--- src/rtl/lsq_pkg.sv ---
package lsq_pkg;

    typedef enum logic [4:0] {
        S_IDLE,
        S_CAP_RD,
        S_CAP_CAP,
        S_CAP_WR,
        S_LINK1,
        S_CAP2_RD,
        S_CAP2_CAP,
        S_CAP2_WR,
        S_SPD_RD,
        S_SPD_CAP,
        S_SPD_WR,
        S_GAP,
        S_POLL_RD,
        S_POLL_CAP,
        S_LINK2,
        S_STS_RD,
        S_STS_CAP,
        S_PHY_RD1,
        S_PHY_WR1,
        S_HOLD,
        S_PHY_RD2,
        S_PHY_WR2
    } seq_st_e;

endpackage

--- src/rtl/lsq_counter.sv ---
module lsq_counter #(
    parameter int W = 8
) (
    input  logic         clk,
    input  logic         rst_n,
    input  logic         clr,
    input  logic         inc,
    output logic [W-1:0] cnt
);
    logic [W-1:0] cnt_d, cnt_q;

    always_comb begin
        cnt_d = cnt_q;
        if (clr)
            cnt_d = '0;
        else if (inc)
            cnt_d = cnt_q + 1'b1;
    end

    always_ff @(posedge clk) begin
        if (!rst_n)
            cnt_q <= '0;
        else
            cnt_q <= cnt_d;
    end

    assign cnt = cnt_q;
endmodule

--- src/rtl/lsq_rmw.sv ---
module lsq_rmw #(
    parameter int W = 32
) (
    input  logic [W-1:0] cur,
    input  logic [W-1:0] clr_mask,
    input  logic [W-1:0] set_bits,
    output logic [W-1:0] nxt
);
    always_comb nxt = (cur & ~clr_mask) | set_bits;
endmodule

--- src/rtl/link_speed_seq.sv ---
module link_speed_seq
    import lsq_pkg::*;
#(
    parameter int              DATA_W     = 32,
    parameter int              ADDR_W     = 12,
    parameter logic [11:0]     CAP_ADDR   = 12'h010,
    parameter logic [11:0]     SPD_ADDR   = 12'h014,
    parameter logic [11:0]     STS_ADDR   = 12'h018,
    parameter int              PHY_AW     = 16,
    parameter int              PHY_DW     = 16,
    parameter logic [15:0]     PHY_RX_REG = 16'h1005,
    parameter int              LINK_TO    = 4096,
    parameter int              POLLS      = 200,
    parameter int              POLL_GAP   = 25000,
    parameter int              HOLD       = 500000
) (
    input  logic              clk,
    input  logic              rst_n,
    input  logic              start,
    input  logic [1:0]        target_gen,
    input  logic              skip_chg_wait,
    input  logic              link_up,
    output logic              reg_req,
    output logic              reg_we,
    output logic [ADDR_W-1:0] reg_addr,
    output logic [DATA_W-1:0] reg_wdata,
    input  logic [DATA_W-1:0] reg_rdata,
    output logic              phy_req,
    output logic              phy_we,
    output logic [PHY_AW-1:0] phy_addr,
    output logic [PHY_DW-1:0] phy_wdata,
    input  logic [PHY_DW-1:0] phy_rdata,
    input  logic              phy_ack,
    output logic              train_en,
    output logic              busy,
    output logic              done_ok,
    output logic              done_fail,
    output logic [3:0]        link_gen
);
    // Field positions decoded by the controller and the PHY
    localparam int SPD_FIELD_W = 4;
    localparam int CHG_BIT     = 17;
    localparam int GEN_LSB     = 16;
    localparam int RX_DATA_BIT = 5;
    localparam int RX_PLL_BIT  = 3;
    localparam int NUM_GENS    = 2;

    localparam logic [DATA_W-1:0] FIELD_MASK = DATA_W'((1 << SPD_FIELD_W) - 1);
    localparam logic [DATA_W-1:0] CHG_MASK   = DATA_W'(1) << CHG_BIT;
    localparam logic [PHY_DW-1:0] RX_MASK    =
        (PHY_DW'(1) << RX_DATA_BIT) | (PHY_DW'(1) << RX_PLL_BIT);

    localparam int TMR_MAX0 = (LINK_TO > POLL_GAP) ? LINK_TO : POLL_GAP;
    localparam int TMR_MAX  = (TMR_MAX0 > HOLD) ? TMR_MAX0 : HOLD;
    localparam int TMR_W    = $clog2(TMR_MAX + 1);
    localparam int PC_W     = $clog2(POLLS + 1);

    localparam logic [TMR_W-1:0] LINK_LAST = TMR_W'(LINK_TO - 1);
    localparam logic [TMR_W-1:0] GAP_LAST  = TMR_W'(POLL_GAP - 1);
    localparam logic [TMR_W-1:0] HOLD_LAST = TMR_W'(HOLD - 1);
    localparam logic [PC_W-1:0]  POLL_LAST = PC_W'(POLLS - 1);

    typedef struct packed {
        seq_st_e           st;
        logic [DATA_W-1:0] shadow;
        logic [3:0]        gen;
        logic              ok;
        logic              fail;
        logic              train;
        logic              tgt2;
        logic              skip;
    } ctx_t;

    ctx_t c_d, c_q;

    logic [TMR_W-1:0] tmr;
    logic [PC_W-1:0]  poll_cnt;
    logic             tmr_run;

    logic [DATA_W-1:0] cap_nxt [NUM_GENS];
    logic [DATA_W-1:0] spd_nxt;
    logic [PHY_DW-1:0] phy_set_nxt, phy_clr_nxt;

    // One field-insert per allowed speed limit
    for (genvar g = 0; g < NUM_GENS; g++) begin : g_cap
        lsq_rmw #(.W(DATA_W)) u_rmw (
            .cur      (c_q.shadow),
            .clr_mask (FIELD_MASK),
            .set_bits (DATA_W'(g + 1)),
            .nxt      (cap_nxt[g])
        );
    end

    lsq_rmw #(.W(DATA_W)) u_spd_rmw (
        .cur      (c_q.shadow),
        .clr_mask ('0),
        .set_bits (CHG_MASK),
        .nxt      (spd_nxt)
    );

    lsq_rmw #(.W(PHY_DW)) u_phy_set (
        .cur      (c_q.shadow[PHY_DW-1:0]),
        .clr_mask ('0),
        .set_bits (RX_MASK),
        .nxt      (phy_set_nxt)
    );

    lsq_rmw #(.W(PHY_DW)) u_phy_clr (
        .cur      (c_q.shadow[PHY_DW-1:0]),
        .clr_mask (RX_MASK),
        .set_bits ('0),
        .nxt      (phy_clr_nxt)
    );

    assign tmr_run = (c_q.st == S_LINK1) || (c_q.st == S_LINK2) ||
                     (c_q.st == S_GAP)   || (c_q.st == S_HOLD);

    lsq_counter #(.W(TMR_W)) u_tmr (
        .clk   (clk),
        .rst_n (rst_n),
        .clr   (!tmr_run),
        .inc   (1'b1),
        .cnt   (tmr)
    );

    lsq_counter #(.W(PC_W)) u_polls (
        .clk   (clk),
        .rst_n (rst_n),
        .clr   (c_q.st == S_IDLE),
        .inc   (c_q.st == S_POLL_CAP),
        .cnt   (poll_cnt)
    );

    always_comb begin
        c_d       = c_q;
        reg_req   = 1'b0;
        reg_we    = 1'b0;
        reg_addr  = '0;
        reg_wdata = '0;
        phy_req   = 1'b0;
        phy_we    = 1'b0;
        phy_wdata = '0;

        case (c_q.st)
            S_IDLE: begin
                if (start) begin
                    c_d.ok    = 1'b0;
                    c_d.fail  = 1'b0;
                    c_d.train = 1'b0;
                    c_d.gen   = '0;
                    c_d.tgt2  = (target_gen == 2'd2);
                    c_d.skip  = skip_chg_wait;
                    c_d.st    = S_CAP_RD;
                end
            end
            S_CAP_RD: begin
                reg_req  = 1'b1;
                reg_addr = ADDR_W'(CAP_ADDR);
                c_d.st   = S_CAP_CAP;
            end
            S_CAP_CAP: begin
                c_d.shadow = reg_rdata;
                c_d.st     = S_CAP_WR;
            end
            S_CAP_WR: begin
                reg_req   = 1'b1;
                reg_we    = 1'b1;
                reg_addr  = ADDR_W'(CAP_ADDR);
                reg_wdata = cap_nxt[0];
                c_d.train = 1'b1;
                c_d.st    = S_LINK1;
            end
            S_LINK1: begin
                if (link_up)
                    c_d.st = c_q.tgt2 ? S_CAP2_RD : S_STS_RD;
                else if (tmr == LINK_LAST)
                    c_d.st = S_PHY_RD1;
            end
            S_CAP2_RD: begin
                reg_req  = 1'b1;
                reg_addr = ADDR_W'(CAP_ADDR);
                c_d.st   = S_CAP2_CAP;
            end
            S_CAP2_CAP: begin
                c_d.shadow = reg_rdata;
                c_d.st     = S_CAP2_WR;
            end
            S_CAP2_WR: begin
                reg_req   = 1'b1;
                reg_we    = 1'b1;
                reg_addr  = ADDR_W'(CAP_ADDR);
                reg_wdata = cap_nxt[1];
                c_d.st    = S_SPD_RD;
            end
            S_SPD_RD: begin
                reg_req  = 1'b1;
                reg_addr = ADDR_W'(SPD_ADDR);
                c_d.st   = S_SPD_CAP;
            end
            S_SPD_CAP: begin
                c_d.shadow = reg_rdata;
                c_d.st     = S_SPD_WR;
            end
            S_SPD_WR: begin
                reg_req   = 1'b1;
                reg_we    = 1'b1;
                reg_addr  = ADDR_W'(SPD_ADDR);
                reg_wdata = spd_nxt;
                c_d.st    = c_q.skip ? S_LINK2 : S_GAP;
            end
            S_GAP: begin
                if (tmr == GAP_LAST)
                    c_d.st = S_POLL_RD;
            end
            S_POLL_RD: begin
                reg_req  = 1'b1;
                reg_addr = ADDR_W'(SPD_ADDR);
                c_d.st   = S_POLL_CAP;
            end
            S_POLL_CAP: begin
                if (!reg_rdata[CHG_BIT])
                    c_d.st = S_LINK2;
                else if (poll_cnt == POLL_LAST)
                    c_d.st = S_PHY_RD1;
                else
                    c_d.st = S_GAP;
            end
            S_LINK2: begin
                if (link_up)
                    c_d.st = S_STS_RD;
                else if (tmr == LINK_LAST)
                    c_d.st = S_PHY_RD1;
            end
            S_STS_RD: begin
                reg_req  = 1'b1;
                reg_addr = ADDR_W'(STS_ADDR);
                c_d.st   = S_STS_CAP;
            end
            S_STS_CAP: begin
                c_d.gen = reg_rdata[GEN_LSB +: 4];
                c_d.ok  = 1'b1;
                c_d.st  = S_IDLE;
            end
            S_PHY_RD1: begin
                phy_req = 1'b1;
                if (phy_ack) begin
                    c_d.shadow = DATA_W'(phy_rdata);
                    c_d.st     = S_PHY_WR1;
                end
            end
            S_PHY_WR1: begin
                phy_req   = 1'b1;
                phy_we    = 1'b1;
                phy_wdata = phy_set_nxt;
                if (phy_ack)
                    c_d.st = S_HOLD;
            end
            S_HOLD: begin
                if (tmr == HOLD_LAST)
                    c_d.st = S_PHY_RD2;
            end
            S_PHY_RD2: begin
                phy_req = 1'b1;
                if (phy_ack) begin
                    c_d.shadow = DATA_W'(phy_rdata);
                    c_d.st     = S_PHY_WR2;
                end
            end
            S_PHY_WR2: begin
                phy_req   = 1'b1;
                phy_we    = 1'b1;
                phy_wdata = phy_clr_nxt;
                if (phy_ack) begin
                    c_d.fail = 1'b1;
                    c_d.st   = S_IDLE;
                end
            end
            default: c_d.st = S_IDLE;
        endcase
    end

    always_ff @(posedge clk) begin
        if (!rst_n) begin
            c_q.st     <= S_IDLE;
            c_q.shadow <= '0;
            c_q.gen    <= '0;
            c_q.ok     <= 1'b0;
            c_q.fail   <= 1'b0;
            c_q.train  <= 1'b0;
            c_q.tgt2   <= 1'b0;
            c_q.skip   <= 1'b0;
        end else begin
            c_q <= c_d;
        end
    end

    assign phy_addr  = PHY_AW'(PHY_RX_REG);
    assign train_en  = c_q.train;
    assign busy      = (c_q.st != S_IDLE);
    assign done_ok   = c_q.ok;
    assign done_fail = c_q.fail;
    assign link_gen  = c_q.gen;
endmodule

--- config.mk ---
export PLATFORM = sky130hd
export DESIGN_NAME = link_speed_seq
export DESIGN_NICKNAME = d
export VERILOG_FILES = /design/src/rtl/lsq_pkg.sv /design/src/rtl/lsq_counter.sv /design/src/rtl/lsq_rmw.sv /design/src/rtl/link_speed_seq.sv
export SDC_FILE = /design/constraint.sdc
export NUM_CORES = 1
export LEC_CHECK = 0
export ABC_AREA = 1
export BUFFER_PORTS_ARGS = -buffer_cell sky130_fd_sc_hd__buf_2
export CAP_MARGIN = 20
export CORE_ASPECT_RATIO = 0.9
export CORE_MARGIN = 3
export CORE_UTILIZATION = 35
export CTS_CLUSTER_SIZE = 20
export DETAILED_ROUTE_END_ITERATION = 8
export SLEW_MARGIN = 20
export SYNTH_ARGS = -nofsm -noshare
export SYNTH_HDL_FRONTEND = slang
export SYNTH_HIERARCHICAL = 1
export SYNTH_SLANG_ARGS = --single-unit
--- constraint.sdc ---
create_clock -name clk -period 2.1 [get_ports clk]
set_input_delay 0.315 -clock clk [delete_from_list [all_inputs] [get_ports clk]]
set_output_delay 0.315 -clock clk [all_outputs]
set_load 0.005 [all_outputs]
==> summary.md <==
| Metric | Value |
|---|---|
| Fraction of layout cells with a size suffix above 1 | `13.1%` |
| R2R Path End | `c_q[22]$_SDFFE_PN0P_` |
| Crit path launch type | `flip-flop` |
| Final Wtd Congestion | `0.917` |
| Seq cells post-synth | `73` |
| Async S/R FF share, synth | `0%` |
| Crit-path leading delay family | `buffers and inverters` |
| Post-synth top area share | `26.7%` |
| Cell variety after synth | `35` |
| Power Dens Cells | `645 nW/um^2` |
| Synth area leaders | `nand2_1 (27%), dfxtp_1 (21%), inv_1 (18%), nor2_1 (6.2%), nand3_1 (4.2%)` |
| Post-Synthesis Cells | `1314` |
| Worst-path cell chain | `inv_2 > nand2_4 > nor2_4 > inv_2 > nor2_4 > buf_6 > a22o_1 > buf_2` |
| XOR/XNOR share of the synthesized area | `0.128%` |
| Crit Path Category | `reg -> out` |
| Drt total wl | `19700 um` |
| Final Net Count | `1761` |
| I/O Buffers | `118` |
| Worst path slowest cell | `dfxtp_4` |
| Avg Vias per Cell | `3.91` |
| Reg-to-reg critical path startpoint | `c_q[41]$_SDFFE_PN0P_` |
| CP Data Arrival Time | `1.74 ns` |
| Final core utilization | `49.1%` |
| Worst slew pin tran | `0.509 ns` |
| Slowest Stage Delay on Critical Path | `0.38 ns` |
| Grt ovf | `0` |
| Synth-to-Final Area Change | `34.8%` |
| WL per Instance | `10.1 um` |
| DR pass1 iterations | `5` |
| Largest net degree at the start of global routing | `33` |
| Status | `completed` |
| Non-filler cells, final | `1953` |
| Register area | `1480 sq um` |
| Total clock buffers created by CTS | `9` |
| Top cell type by total area after synthesis | `nand2_1` |
| Worst r2r path cells | `7` |
| Main combinational cell family by area after synthesis | `simple AND/OR/NAND/NOR gates` |
| Synthesized area | `6830 sq um` |
| Die ar. | `21200 sq um` |
| Row count | `47` |
| Die Wd | `153 um` |
| Worst skew pair latency | `0.34 ns` |
| ANT cells | `0` |
| Hold endpoint | `c_q[11]$_SDFFE_PN0P_` |
| Placed Cells | `1928` |
| Clock slew at reported path FFs | `0.06 ns` |
| Number of global-route vias before repair | `6398` |
| Post-synthesis mux area share | `0%` |
| Post-synthesis sequential area ratio | `21.4%` |
| Setup TNS | `0 ns` |
| Max Slew Vio Count | `0` |
| WP buf/inv | `4` |
| DRC | `0` |
| Post-Synth Adder-Cell Area | `0.366%` |
| Clock skew | `0.00678 ns` |
| Fin crit share | `97.6%` |
| Highest clock rate | `0.488 GHz` |
| Final min period | `2.05 ns` |
| Max clock buf depth | `2` |
| R2R Setup Slk | `0.31 ns` |
| Placement Cell Area | `8700 sq um` |
| CP endpoint kind | `primary output` |
| Worst VDD drop | `0.415 mV` |
| Ports | `144` |
| Primary FF master, synth | `dfxtp_1` |
| Min-Delay Path Class | `in -> reg` |
| CTS Sinks | `73` |
| Core footprint | `18800 sq um` |
| Synth Area in Simple Gates | `42.3%` |
| Antenna viol nets, final | `0` |
| HPWL after DPL | `14800 um` |
| Number of synthesized flops with an enable pin | `0` |
| Antenna violations before repair | `0` |
| Synth Area in Compound Gates | `11.9%` |
| Leak pwr | `4.57 nW` |
| HP Start | `phy_rdata[2]` |
| First DRT Iteration DRCs | `383` |
| Most common cell after layout, fill and taps aside | `nand2_1` |
| Slew headroom | `65.7%` |
| Hold Slack | `0.218 ns` |
| Total number of yosys warnings | `6` |
| Worst endpoint required time | `1.78 ns` |
| Clock Root Buffer | `clkbuf_16` |
| CP Max Fanout | `6` |
| Hold Vio Cnt, Final | `0` |
| Setup-failing EPs final | `0` |
| H-tree depth | `3` |
| Routed vias | `7645` |
| Number of stages on the worst hold path | `3` |
| Most frequent cells in the layout | `nand2_1 (484), inv_1 (332), conb_1 (282)` |
| First-pass GRT wire length | `31800 um` |
| Final instance area | `9210 sq um` |
| GRT Overall Usage | `18.1%` |
| Syn Area/Cell | `5.20 sq um` |
| CTS tree | `done` |
| Initial Util | `36.4%` |
| Cts hold-fix bufs | `0` |
| Die H | `139 um` |
| # fillers | `2046` |
| Number of max-cap violations | `0` |
| Multi-input gate area | `4850 sq um` |
stage by stage:
stage / total power, W / setup WS (ns)
after floorplan: 0.00348 / 0.395
after global placement: 0.00424 / 0.235
after detailed placement: 0.00423 / 0.234
after CTS: 0.00593 / 0.00616
after global routing: 0.00641 / -0.0401
final: 0.00594 / 0.0495
routing by layer:
| layer | routed length [um] | up-vias | track usage (%) | part of all wire, % |
|---|---|---|---|---|
| li1 | - | 4329 | - | - |
| met1 | 9930 | 3150 | 25.9 | 50 |
| met2 | 8680 | 156 | 28.7 | 44 |
| met3 | 936 | 10 | 3.65 | 4.8 |
| met4 | 126 | 0 | 2.81 | 0.64 |
| met5 | 0 | - | 0 | 0 |
tightest hold or removal path: cells and delay by family:
family          cells  cell delay, ns
compound gates      1            0.05
buf+inv             1            0.08
simple gates        1            0.07
what timing repair did:
action                                  4_1_cts  5_1_grt
endpoints found under the setup margin       47       49
cloned                                        0        3
pin swaps                                     1        7
resized for setup                            12       21
setup buffers                                 2        4
layout make-up:
| type | count | share of cell area, % |
|---|---|---|
| sequential | 73 | 16.0 |
| timing repair buffer | 153 | 10.7 |
| inverter | 341 | 13.9 |
| multi-input combinational | 1125 | 52.7 |
| tap | 245 | 3.33 |
| clock inverter | 3 | 0.516 |
| clock buffer | 13 | 2.83 |
power by group:
group	internal [W]	switching, W
clock network	0.000994	0.000647
registers	0.00165	0.000384
logic	0.000856	0.00140
total	0.00350	0.00243
sequential cells by signal, indices dropped and copies added, names as in the netlist:
signal and flops:
c_q 39, done_fail 1, done_ok 1, u_tmr/cnt 19, train_en 1, link_gen 4, u_polls/cnt 8
kinds of logic (layout without fill, tap and decap cells):
| logic type | after synthesis | in the layout |
|---|---|---|
| other cells | 2 | 282 |
| xor+xnor | 1 | 1 |
| fa+ha+maj | 2 | 2 |
| flops | 73 | 73 |
| compound gates | 135 | 135 |
| simple gates | 705 | 705 |
| buf+inv | 396 | 510 |
cell usage after synthesis, drive strengths merged, types with 2 or more instances:
cell	count
a211oi	17
a21oi	43
a22o	16
buf	40
clkbuf	15
conb	2
dfxtp	73
ha	2
inv	341
nand2	500
nand3	60
nand3b	3
nand4	9
nor2	126
nor3	6
o21ai	51
o22ai	5
worst max path at each step:
| stage | startpoint | to | slack [ns] | cells after the start |
|---|---|---|---|---|
| after detailed placement | c_q[45]$_SDFFE_PN0P_ | phy_wdata[10] | 0.23 | 7 |
| after floorplan | c_q[45]$_SDFFE_PN0P_ | phy_wdata[10] | 0.39 | 6 |
| final | c_q[44]$_SDFFE_PN0P_ | phy_wdata[10] | 0.05 | 8 |
| after global placement | c_q[43]$_SDFFE_PN0P_ | phy_wdata[10] | 0.23 | 6 |
| after CTS | c_q[45]$_SDFFE_PN0P_ | phy_wdata[10] | 0.006 | 7 |
| after global routing | c_q[42]$_SDFFE_PN0P_ | reg_wdata[29] | -0.04 | 9 |
(Power assumes the default switching activity.)
